--- config.mk ---
export PLATFORM = sky130hd
export DESIGN_NAME = mcast_msg_rx
export DESIGN_NICKNAME = d
export VERILOG_FILES = /design/src/rtl/mcast_pkg.sv /design/src/rtl/mcast_addr_dec.sv /design/src/rtl/mcast_fifo.sv /design/src/rtl/mcast_irq.sv /design/src/rtl/mcast_msg_rx.sv
export SDC_FILE = /design/constraint.sdc
export NUM_CORES = 1
export LEC_CHECK = 0
export ABC_AREA = 1
export BUFFER_PORTS_ARGS = -buffer_cell sky130_fd_sc_hd__clkbuf_2
export CELL_PAD_IN_SITES_DETAIL_PLACEMENT = 0
export CELL_PAD_IN_SITES_GLOBAL_PLACEMENT = 1
export CORE_MARGIN = 3
export CORE_UTILIZATION = 50
export DETAILED_ROUTE_END_ITERATION = 7
export PLACE_DENSITY_LB_ADDON = 0.1
export SLEW_MARGIN = 40
export SYNTH_ARGS = -nofsm -noshare
export SYNTH_HDL_FRONTEND = slang
export SYNTH_SLANG_ARGS = --single-unit
export TNS_END_PERCENT = 50
--- constraint.sdc ---
create_clock -name clk -period 7.7 [get_ports clk]
set_input_delay 0.77 -clock clk [delete_from_list [all_inputs] [get_ports clk]]
set_output_delay 0.77 -clock clk [all_outputs]
set_load 0.02 [all_outputs]
--- src/rtl/mcast_pkg.sv ---
package mcast_pkg;
  localparam int unsigned ADDR_W    = 32;
  localparam int unsigned DATA_W    = 8;
  localparam int unsigned NUM_CH    = 2;
  localparam int unsigned NUM_SLOTS = 21;
  localparam int unsigned SLOT_W    = 5;
  localparam int unsigned DEPTH     = 8;
  localparam int unsigned LVL_W     = 3;
  localparam int unsigned TAG_W     = 8;
  localparam logic [7:0]  WIN_TAG   = 8'hA5;
  localparam int unsigned MASK_LSB  = 2;
  localparam int unsigned CHAN_LSB  = 23;
endpackage

--- src/rtl/mcast_addr_dec.sv ---
module mcast_addr_dec #(
  parameter int unsigned ADDR_W    = 32,
  parameter int unsigned NUM_CH    = 2,
  parameter int unsigned NUM_SLOTS = 21,
  parameter int unsigned SLOT_W    = 5,
  parameter int unsigned TAG_W     = 8,
  parameter logic [TAG_W-1:0] TAG  = 8'hA5,
  parameter int unsigned MASK_LSB  = 2,
  parameter int unsigned CHAN_LSB  = 23
) (
  input  logic              bus_we,
  input  logic [ADDR_W-1:0] bus_addr,
  input  logic [SLOT_W-1:0] slot_id,
  output logic [NUM_CH-1:0] push
);
  localparam int unsigned CH_W = (NUM_CH > 1) ? $clog2(NUM_CH) : 1;

  logic                 tag_hit;
  logic [NUM_SLOTS-1:0] mask_bits;
  logic                 slot_sel;
  logic [CH_W-1:0]      ch_sel;

  assign tag_hit   = bus_addr[ADDR_W-1 -: TAG_W] == TAG;
  assign mask_bits = bus_addr[MASK_LSB +: NUM_SLOTS];
  assign ch_sel    = bus_addr[CHAN_LSB +: CH_W];

  // slots outside the mask range never match
  always_comb begin
    slot_sel = 1'b0;
    for (int i = 0; i < NUM_SLOTS; i++) begin
      if (slot_id == SLOT_W'(i)) slot_sel = mask_bits[i];
    end
  end

  for (genvar c = 0; c < NUM_CH; c++) begin : g_push
    assign push[c] = bus_we && tag_hit && slot_sel && (ch_sel == CH_W'(c));
  end
endmodule

--- src/rtl/mcast_fifo.sv ---
module mcast_fifo #(
  parameter int unsigned DEPTH  = 8,
  parameter int unsigned DATA_W = 8,
  localparam int unsigned PTR_W = (DEPTH > 1) ? $clog2(DEPTH) : 1,
  localparam int unsigned CNT_W = $clog2(DEPTH + 1)
) (
  input  logic              clk,
  input  logic              rst_n,
  input  logic              push,
  input  logic [DATA_W-1:0] wdata,
  input  logic              pop,
  input  logic              clr_ovf,
  output logic [DATA_W-1:0] head,
  output logic [CNT_W-1:0]  cnt,
  output logic              ovf
);
  logic [DATA_W-1:0] mem_q [DEPTH];
  logic [PTR_W-1:0]  wptr_q, wptr_d, rptr_q, rptr_d;
  logic [CNT_W-1:0]  cnt_q, cnt_d;
  logic              ovf_q, ovf_d;
  logic              full, do_pop, do_push;

  assign full    = cnt_q == CNT_W'(DEPTH);
  assign do_pop  = pop && (cnt_q != '0);
  assign do_push = push && (!full || do_pop);

  always_comb begin
    wptr_d = wptr_q;
    rptr_d = rptr_q;
    cnt_d  = cnt_q;
    ovf_d  = ovf_q;
    if (do_push) wptr_d = (wptr_q == PTR_W'(DEPTH - 1)) ? '0 : wptr_q + 1'b1;
    if (do_pop)  rptr_d = (rptr_q == PTR_W'(DEPTH - 1)) ? '0 : rptr_q + 1'b1;
    if (do_push && !do_pop) cnt_d = cnt_q + 1'b1;
    else if (do_pop && !do_push) cnt_d = cnt_q - 1'b1;
    if (clr_ovf) ovf_d = 1'b0;
    if (push && !do_push) ovf_d = 1'b1;
  end

  always_ff @(posedge clk or negedge rst_n) begin
    if (!rst_n) begin
      wptr_q <= '0;
      rptr_q <= '0;
      cnt_q  <= '0;
      ovf_q  <= 1'b0;
    end else begin
      wptr_q <= wptr_d;
      rptr_q <= rptr_d;
      cnt_q  <= cnt_d;
      ovf_q  <= ovf_d;
    end
  end

  always_ff @(posedge clk) begin
    if (do_push) mem_q[wptr_q] <= wdata;
  end

  assign head = mem_q[rptr_q];
  assign cnt  = cnt_q;
  assign ovf  = ovf_q;


  fill_bound_chk: assert property (@(posedge clk) disable iff (!rst_n)
    cnt_q <= CNT_W'(DEPTH));

  drop_when_full_chk: assert property (@(posedge clk) disable iff (!rst_n)
    (push && !pop && full) |=> (cnt_q == CNT_W'(DEPTH)) && ovf_q);

  ovf_sticky_chk: assert property (@(posedge clk) disable iff (!rst_n)
    (ovf_q && !clr_ovf) |=> ovf_q);
endmodule

--- src/rtl/mcast_irq.sv ---
module mcast_irq #(
  parameter int unsigned NUM_CH = 2,
  parameter int unsigned LVL_W  = 3,
  localparam int unsigned CH_W  = (NUM_CH > 1) ? $clog2(NUM_CH) : 1
) (
  input  logic              clk,
  input  logic              rst_n,
  input  logic              cfg_we,
  input  logic [CH_W-1:0]   cfg_chan,
  input  logic [LVL_W-1:0]  cfg_level,
  input  logic [NUM_CH-1:0] nonempty,
  input  logic              iack_en,
  input  logic [LVL_W-1:0]  iack_level,
  output logic [NUM_CH-1:0] in_svc,
  output logic [LVL_W-1:0]  irq_level,
  output logic              iack_done,
  output logic [CH_W-1:0]   iack_chan
);
  logic [LVL_W-1:0]  lvl_q [NUM_CH];
  logic [LVL_W-1:0]  lvl_d [NUM_CH];
  logic [NUM_CH-1:0] svc_q, svc_d, req, grant;
  logic              done_q, done_d;
  logic [CH_W-1:0]   gch_q, gch_d;
  logic [LVL_W-1:0]  top_lvl;

  for (genvar c = 0; c < NUM_CH; c++) begin : g_req
    assign req[c] = nonempty[c] && !svc_q[c] && (lvl_q[c] != '0);
  end

  always_comb begin
    top_lvl = '0;
    for (int c = 0; c < NUM_CH; c++) begin
      if (req[c] && lvl_q[c] > top_lvl) top_lvl = lvl_q[c];
    end
  end

  // lowest-numbered matching channel wins the acknowledge
  always_comb begin
    grant = '0;
    gch_d = gch_q;
    for (int c = NUM_CH - 1; c >= 0; c--) begin
      if (iack_en && req[c] && lvl_q[c] == iack_level) begin
        grant = '0;
        grant[c] = 1'b1;
        gch_d = CH_W'(c);
      end
    end
    done_d = |grant;
    svc_d  = (svc_q & nonempty) | grant;
    for (int c = 0; c < NUM_CH; c++) begin
      lvl_d[c] = (cfg_we && cfg_chan == CH_W'(c)) ? cfg_level : lvl_q[c];
    end
  end

  always_ff @(posedge clk or negedge rst_n) begin
    if (!rst_n) begin
      svc_q  <= '0;
      done_q <= 1'b0;
      gch_q  <= '0;
      for (int c = 0; c < NUM_CH; c++) lvl_q[c] <= '0;
    end else begin
      svc_q  <= svc_d;
      done_q <= done_d;
      gch_q  <= gch_d;
      for (int c = 0; c < NUM_CH; c++) lvl_q[c] <= lvl_d[c];
    end
  end

  assign in_svc    = svc_q;
  assign irq_level = top_lvl;
  assign iack_done = done_q;
  assign iack_chan = gch_q;


  iack_cause_chk: assert property (@(posedge clk) disable iff (!rst_n)
    iack_done |-> $past(iack_en));

  irq_source_chk: assert property (@(posedge clk) disable iff (!rst_n)
    (irq_level != '0) |-> (nonempty != '0));

  svc_end_chk: assert property (@(posedge clk) disable iff (!rst_n)
    (nonempty == '0) |=> (svc_q == '0) || $past(iack_en));
endmodule

--- src/rtl/mcast_msg_rx.sv ---
module mcast_msg_rx
  import mcast_pkg::*;
#(
  parameter int unsigned P_ADDR_W    = ADDR_W,
  parameter int unsigned P_DATA_W    = DATA_W,
  parameter int unsigned P_NUM_CH    = NUM_CH,
  parameter int unsigned P_NUM_SLOTS = NUM_SLOTS,
  parameter int unsigned P_SLOT_W    = SLOT_W,
  parameter int unsigned P_DEPTH     = DEPTH,
  parameter int unsigned P_LVL_W     = LVL_W,
  localparam int unsigned CH_W  = (P_NUM_CH > 1) ? $clog2(P_NUM_CH) : 1,
  localparam int unsigned CNT_W = $clog2(P_DEPTH + 1)
) (
  input  logic                      clk,
  input  logic                      rst_n,
  input  logic [P_SLOT_W-1:0]       slot_id,
  input  logic                      bus_we,
  input  logic [P_ADDR_W-1:0]       bus_addr,
  input  logic [P_DATA_W-1:0]       bus_wdata,
  input  logic                      cfg_we,
  input  logic [CH_W-1:0]           cfg_chan,
  input  logic [P_LVL_W-1:0]        cfg_level,
  input  logic                      cfg_clr_ovf,
  input  logic                      iack_en,
  input  logic [P_LVL_W-1:0]        iack_level,
  input  logic                      rd_en,
  input  logic [CH_W-1:0]           rd_chan,
  output logic [P_DATA_W-1:0]       rd_data,
  output logic                      rd_valid,
  output logic [P_LVL_W-1:0]        irq_level,
  output logic                      iack_done,
  output logic [CH_W-1:0]           iack_chan,
  output logic [P_NUM_CH-1:0]       chan_ovf,
  output logic [P_NUM_CH*CNT_W-1:0] fifo_cnt
);
  logic [P_NUM_CH-1:0] push, pop, nonempty, in_svc, clr;
  logic [P_DATA_W-1:0] head [P_NUM_CH];
  logic [CNT_W-1:0]    cnt  [P_NUM_CH];
  logic                rd_ok;
  logic [P_DATA_W-1:0] rdat_q, rdat_d;
  logic                rval_q;

  mcast_addr_dec #(
    .ADDR_W(P_ADDR_W), .NUM_CH(P_NUM_CH), .NUM_SLOTS(P_NUM_SLOTS),
    .SLOT_W(P_SLOT_W), .TAG_W(TAG_W), .TAG(WIN_TAG),
    .MASK_LSB(MASK_LSB), .CHAN_LSB(CHAN_LSB)
  ) dec_i (
    .bus_we(bus_we), .bus_addr(bus_addr), .slot_id(slot_id), .push(push)
  );

  for (genvar c = 0; c < P_NUM_CH; c++) begin : g_ch
    assign clr[c]      = cfg_we && cfg_clr_ovf && (cfg_chan == CH_W'(c));
    assign pop[c]      = rd_ok && (rd_chan == CH_W'(c));
    assign nonempty[c] = cnt[c] != '0;
    assign fifo_cnt[c*CNT_W +: CNT_W] = cnt[c];

    mcast_fifo #(.DEPTH(P_DEPTH), .DATA_W(P_DATA_W)) fifo_i (
      .clk(clk), .rst_n(rst_n), .push(push[c]), .wdata(bus_wdata),
      .pop(pop[c]), .clr_ovf(clr[c]), .head(head[c]), .cnt(cnt[c]),
      .ovf(chan_ovf[c])
    );
  end

  mcast_irq #(.NUM_CH(P_NUM_CH), .LVL_W(P_LVL_W)) irq_i (
    .clk(clk), .rst_n(rst_n), .cfg_we(cfg_we), .cfg_chan(cfg_chan),
    .cfg_level(cfg_level), .nonempty(nonempty), .iack_en(iack_en),
    .iack_level(iack_level), .in_svc(in_svc), .irq_level(irq_level),
    .iack_done(iack_done), .iack_chan(iack_chan)
  );

  // a read needs a granted, non-empty channel
  assign rd_ok  = rd_en && in_svc[rd_chan] && nonempty[rd_chan];
  assign rdat_d = rd_ok ? head[rd_chan] : rdat_q;

  always_ff @(posedge clk or negedge rst_n) begin
    if (!rst_n) begin
      rdat_q <= '0;
      rval_q <= 1'b0;
    end else begin
      rdat_q <= rdat_d;
      rval_q <= rd_ok;
    end
  end

  assign rd_data  = rdat_q;
  assign rd_valid = rval_q;


  window_gate_chk: assert property (@(posedge clk) disable iff (!rst_n)
    (push != '0) |-> (bus_addr[P_ADDR_W-1 -: TAG_W] == WIN_TAG));

  one_chan_chk: assert property (@(posedge clk) disable iff (!rst_n)
    $onehot0(push));

  read_cause_chk: assert property (@(posedge clk) disable iff (!rst_n)
    rd_valid |-> $past(rd_en));
endmodule

==> flow_summary_export.csv <==
group,metric,value,unit
synthesis,seq_area_frac_synth,62.87,%
floorplan,num_rows,44,
global_route,antenna_found_initial,0,
setup_path,crit_slowest_cell,"ha_1",
clocking,cts_max_level,4,
detailed_routing,wl,15.79,mm
worst_hold_path,hp-class,"in2async",
synthesis,synth_top_family_by_area,"simple AND/OR/NAND/NOR gates",
synthesis,synthFlopType,"edfxtp_1",
placement,globalplace.congestion,0.8671,
sta,maxSlewHeadroom,50.02,%
sta,final.min_clock_period,3.662,ns
sta,setup_tns,0,ns
sta,setup_viol,0,
placement,post-dp-hpwl,10.84,mm
sta,hold_viol,0,
clocking,numCtsBuffers,17,
pwr,power.density,305.5,nW/um2
detailed_routing,num_vias,5501,
clocking,clk_pin_slew_worst_paths,0.06,ns
floorplan,core_area,14860,um2
global_route,grt.overflow.total,0,
synthesis,synth_mux_area_share,0.2907,%
clocking,cts_tree,"built",
clocking,ctsResizeCount,0,
sta,clock_skew,0.01003,ns
clocking,root_buffer,"clkbuf_16",
placement,port_buffers,81,
synthesis,synthCells,736,
detailed_routing,drc,0,
floorplan,die_area,17020,um2
setup_path,critPathMostFrequentCell,"nand2_1",
clocking,postCtsSetupRepairBufs,0,
clocking,cts_sinks,169,
floorplan,initial_utilization,52.11,%
synthesis,synth_edf_count,128,
pwr,p_leak,3.714,nW
setup_path,max_stage_delay,0.28,ns
sta,grt_setup_unrepaired,"no",
floorplan,dieWidth,130.5,um
setup_path,worstSetupEndpointType,"register",
synthesis,yosys_warnings,0,
cells_and_area,drive_above_1_share,18.28,%
pwr,ir_drop,0.0001775,V
synthesis,synth_fa_ha_area_share,3.263,%
sta,worst_pin_slew,0.7469,ns
detailed_routing,firstDrtPassIters,4,
detailed_routing,postRouteAntennaNets,0,
synthesis,synth_nets,815,
setup_path,arrival,3.97,ns
floorplan,ios,84,
sta,fin_crit_sh,47.55,%
synthesis,synth-compound-area-share,10.35,%
global_route,grt_pass1_vias,5410,
sta,timing.hold.ws,0.3777,ns
synthesis,syn_area_per_cell,10.52,um2
synthesis,yosys.area_share.simple,17.17,%
synthesis,ys_seq_elements,169,
job,cap_violations,0,
setup_path,worstPathMaxFanout,11,
clocking,insertion_delay,0.42,ns
cells_and_area,nets,903,
detailed_routing,viasPerCell,5.388,
clocking,cts_max_path_buffers,2,
setup_path,critical_path_class,"in2reg",
global_route,grt_pass1_wl,25.63,mm
setup_path,start_kind,"primary input",
floorplan,dieHeight,130.5,um
cells_and_area,area_growth,15.57,%
detailed_routing,drt-wirelength-per-cell,15.47,um
global_route,grt_max_degree,42,
sta,fmax,273.1,MHz
detailed_routing,drt-initial-drc-count,317,
setup_path,crit_required,8.01,ns
global_route,grt_usage,19.58,%
cells_and_area,fill_cells,1250,
synthesis,async_flop_share,24.26,%
sta,slew_viol_final,0,
run_status,status,"finished clean",
synthesis,synthDistinctLibCells,39,
clocking,ctsHoldBuffers,0,
synthesis,synth_xor_xnor_area_share,1.018,%
cells_and_area,antennaDiodeCount,0,
synthesis,synthesis.area,7746,um2
registers in the layout (all words and copies together), names as in the netlist:
name	flops
g_ch.fifo_i.cnt	8
g_ch.fifo_i.mem_q	128
g_ch.fifo_i.ovf	2
g_ch.fifo_i.rptr_q	6
g_ch.fifo_i.wptr_q	6
irq_i.iack_chan	1
irq_i.iack_done	1
irq_i.in_svc	2
irq_i.lvl_q	6
rd_data	8
rd_valid	1
synthesized netlist by cell type (2+ instances only):
cell type | instances | area [um2]
o21ai_0 | 49 | 245.2
nor3_1 | 20 | 100.1
inv_1 | 63 | 236.5
a31o_2 | 2 | 17.52
nand2_1 | 124 | 465.5
nand4_1 | 11 | 68.82
ha_1 | 17 | 212.7
nand3_1 | 19 | 95.09
fa_1 | 2 | 40.04
dfrtp_1 | 41 | 1026
buf_6 | 3 | 33.78
xnor2_1 | 4 | 35.03
nand3_2 | 3 | 30.03
o2bb2ai_1 | 2 | 17.52
clkbuf_1 | 22 | 82.58
a21oi_1 | 22 | 110.1
o32ai_1 | 32 | 280.3
mux2_2 | 2 | 22.52
inv_2 | 2 | 7.510
buf_4 | 2 | 15.01
nor2_1 | 129 | 484.2
buf_1 | 2 | 7.510
clkinv_1 | 2 | 7.510
edfxtp_1 | 128 | 3844
nand2_2 | 2 | 12.51
a211o_1 | 8 | 70.07
nor2_2 | 3 | 18.77
o21bai_1 | 2 | 15.01
or2_2 | 3 | 18.77
a21o_1 | 2 | 15.01
xor2_1 | 5 | 43.79
layer usage:
metal  part of all wire, %  routed length [um]  up-vias  global-route usage [%]
met1                    44                6942     2583                   25.25
met5                     0                   0        -                       0
li1                      -                   -     2738                       -
met3                   6.0                 943       26                   5.081
met4                   1.7                 276        0                   7.139
met2                    48                7631      154                   32.26
worst paths after layout:
kind | from | to | slack, ns | cells after the start
max in group asynchronous | rst_n | g_ch[1].fifo_i.rptr_q[1] | 6.87 | 1
worst min register to register | rd_data[0] | rd_data[0] | 0.50 | 1
worst max-delay path | slot_id[3] | g_ch[0].fifo_i.cnt[3] | 4.04 | 33
min in group clk | rd_data[0] | rd_data[0] | 0.50 | 1
worst min-delay path | rst_n | irq_i.lvl_q[4] | 0.38 | 1
worst max register to register | g_ch[0].fifo_i.cnt[0] | g_ch[1].fifo_i.cnt[3] | 4.20 | 19
critical path, delay by kind of cell:
| family | cells | cell delay [ns] |
|---|---|---|
| simple gates | 22 | 1.54 |
| buf+inv | 5 | 0.53 |
| compound gates | 3 | 0.51 |
| fa+ha+maj | 2 | 0.48 |
| xor+xnor | 1 | 0.14 |
cells in the final DEF, fill, tap and decap left out, drive strengths merged, types with 3 or more instances in the layout:
master / n
a211o: 8
a21oi: 23
buf: 17
clkbuf: 98
clkinv: 9
clkinvlp: 3
dfrtp: 41
edfxtp: 128
ha: 17
inv: 68
nand2: 126
nand3: 22
nand4: 11
nor2: 132
nor3: 21
o21ai: 49
o32ai: 32
or2: 4
xnor2: 4
xor2: 5
area by class of cell:
cell class	count	area (um2)	share of cell area (%)
flip-flops and latches	169	4873	54.44
multi-input cells	471	2486	27.77
repair buffers	98	535.5	5.982
clock buffers	17	425.4	4.752
inverters	67	251.5	2.809
well taps	184	230.2	2.572
clock inverters	15	150.1	1.677
cell families (layout without fill, tap and decap cells):
| family | Yosys count | in the layout |
|---|---|---|
| AOI/OAI and AO/OA | 122 | 122 |
| buffers and inverters | 96 | 197 |
| DFF | 169 | 169 |
| xor gates and xnor gates | 9 | 9 |
| and+or+nand+nor | 319 | 319 |
| muxes | 2 | 2 |
| adders and majority gates | 19 | 19 |
report_power, final:
part / internal [mW] / switching (mW)
logic: 0.277 / 0.454
registers: 1.05 / 0.138
clock network: 0.477 / 0.339
total: 1.80 / 0.930
per-stage QoR:
| step | cells | setup WS, ns | power [mW] | cell area (um2) | utilization (%) |
|---|---|---|---|---|---|
| 5_1_grt | 1021 | 3.671 | 2.908 | 8952 | 60.23 |
| 2_1_floorplan | 736 | 4.246 | 1.710 | 7746 | - |
| 4_1_cts | 1021 | 4.020 | 2.756 | 8952 | 60.23 |
| 3_5_place_dp | 989 | 3.598 | 1.941 | 8377 | 56.36 |
| 3_3_place_gp | 989 | 3.678 | 1.913 | 8371 | 56.31 |
| 6_report | 1021 | 4.038 | 2.735 | 8952 | 60.23 |
Power figures use the tool's default switching activity.
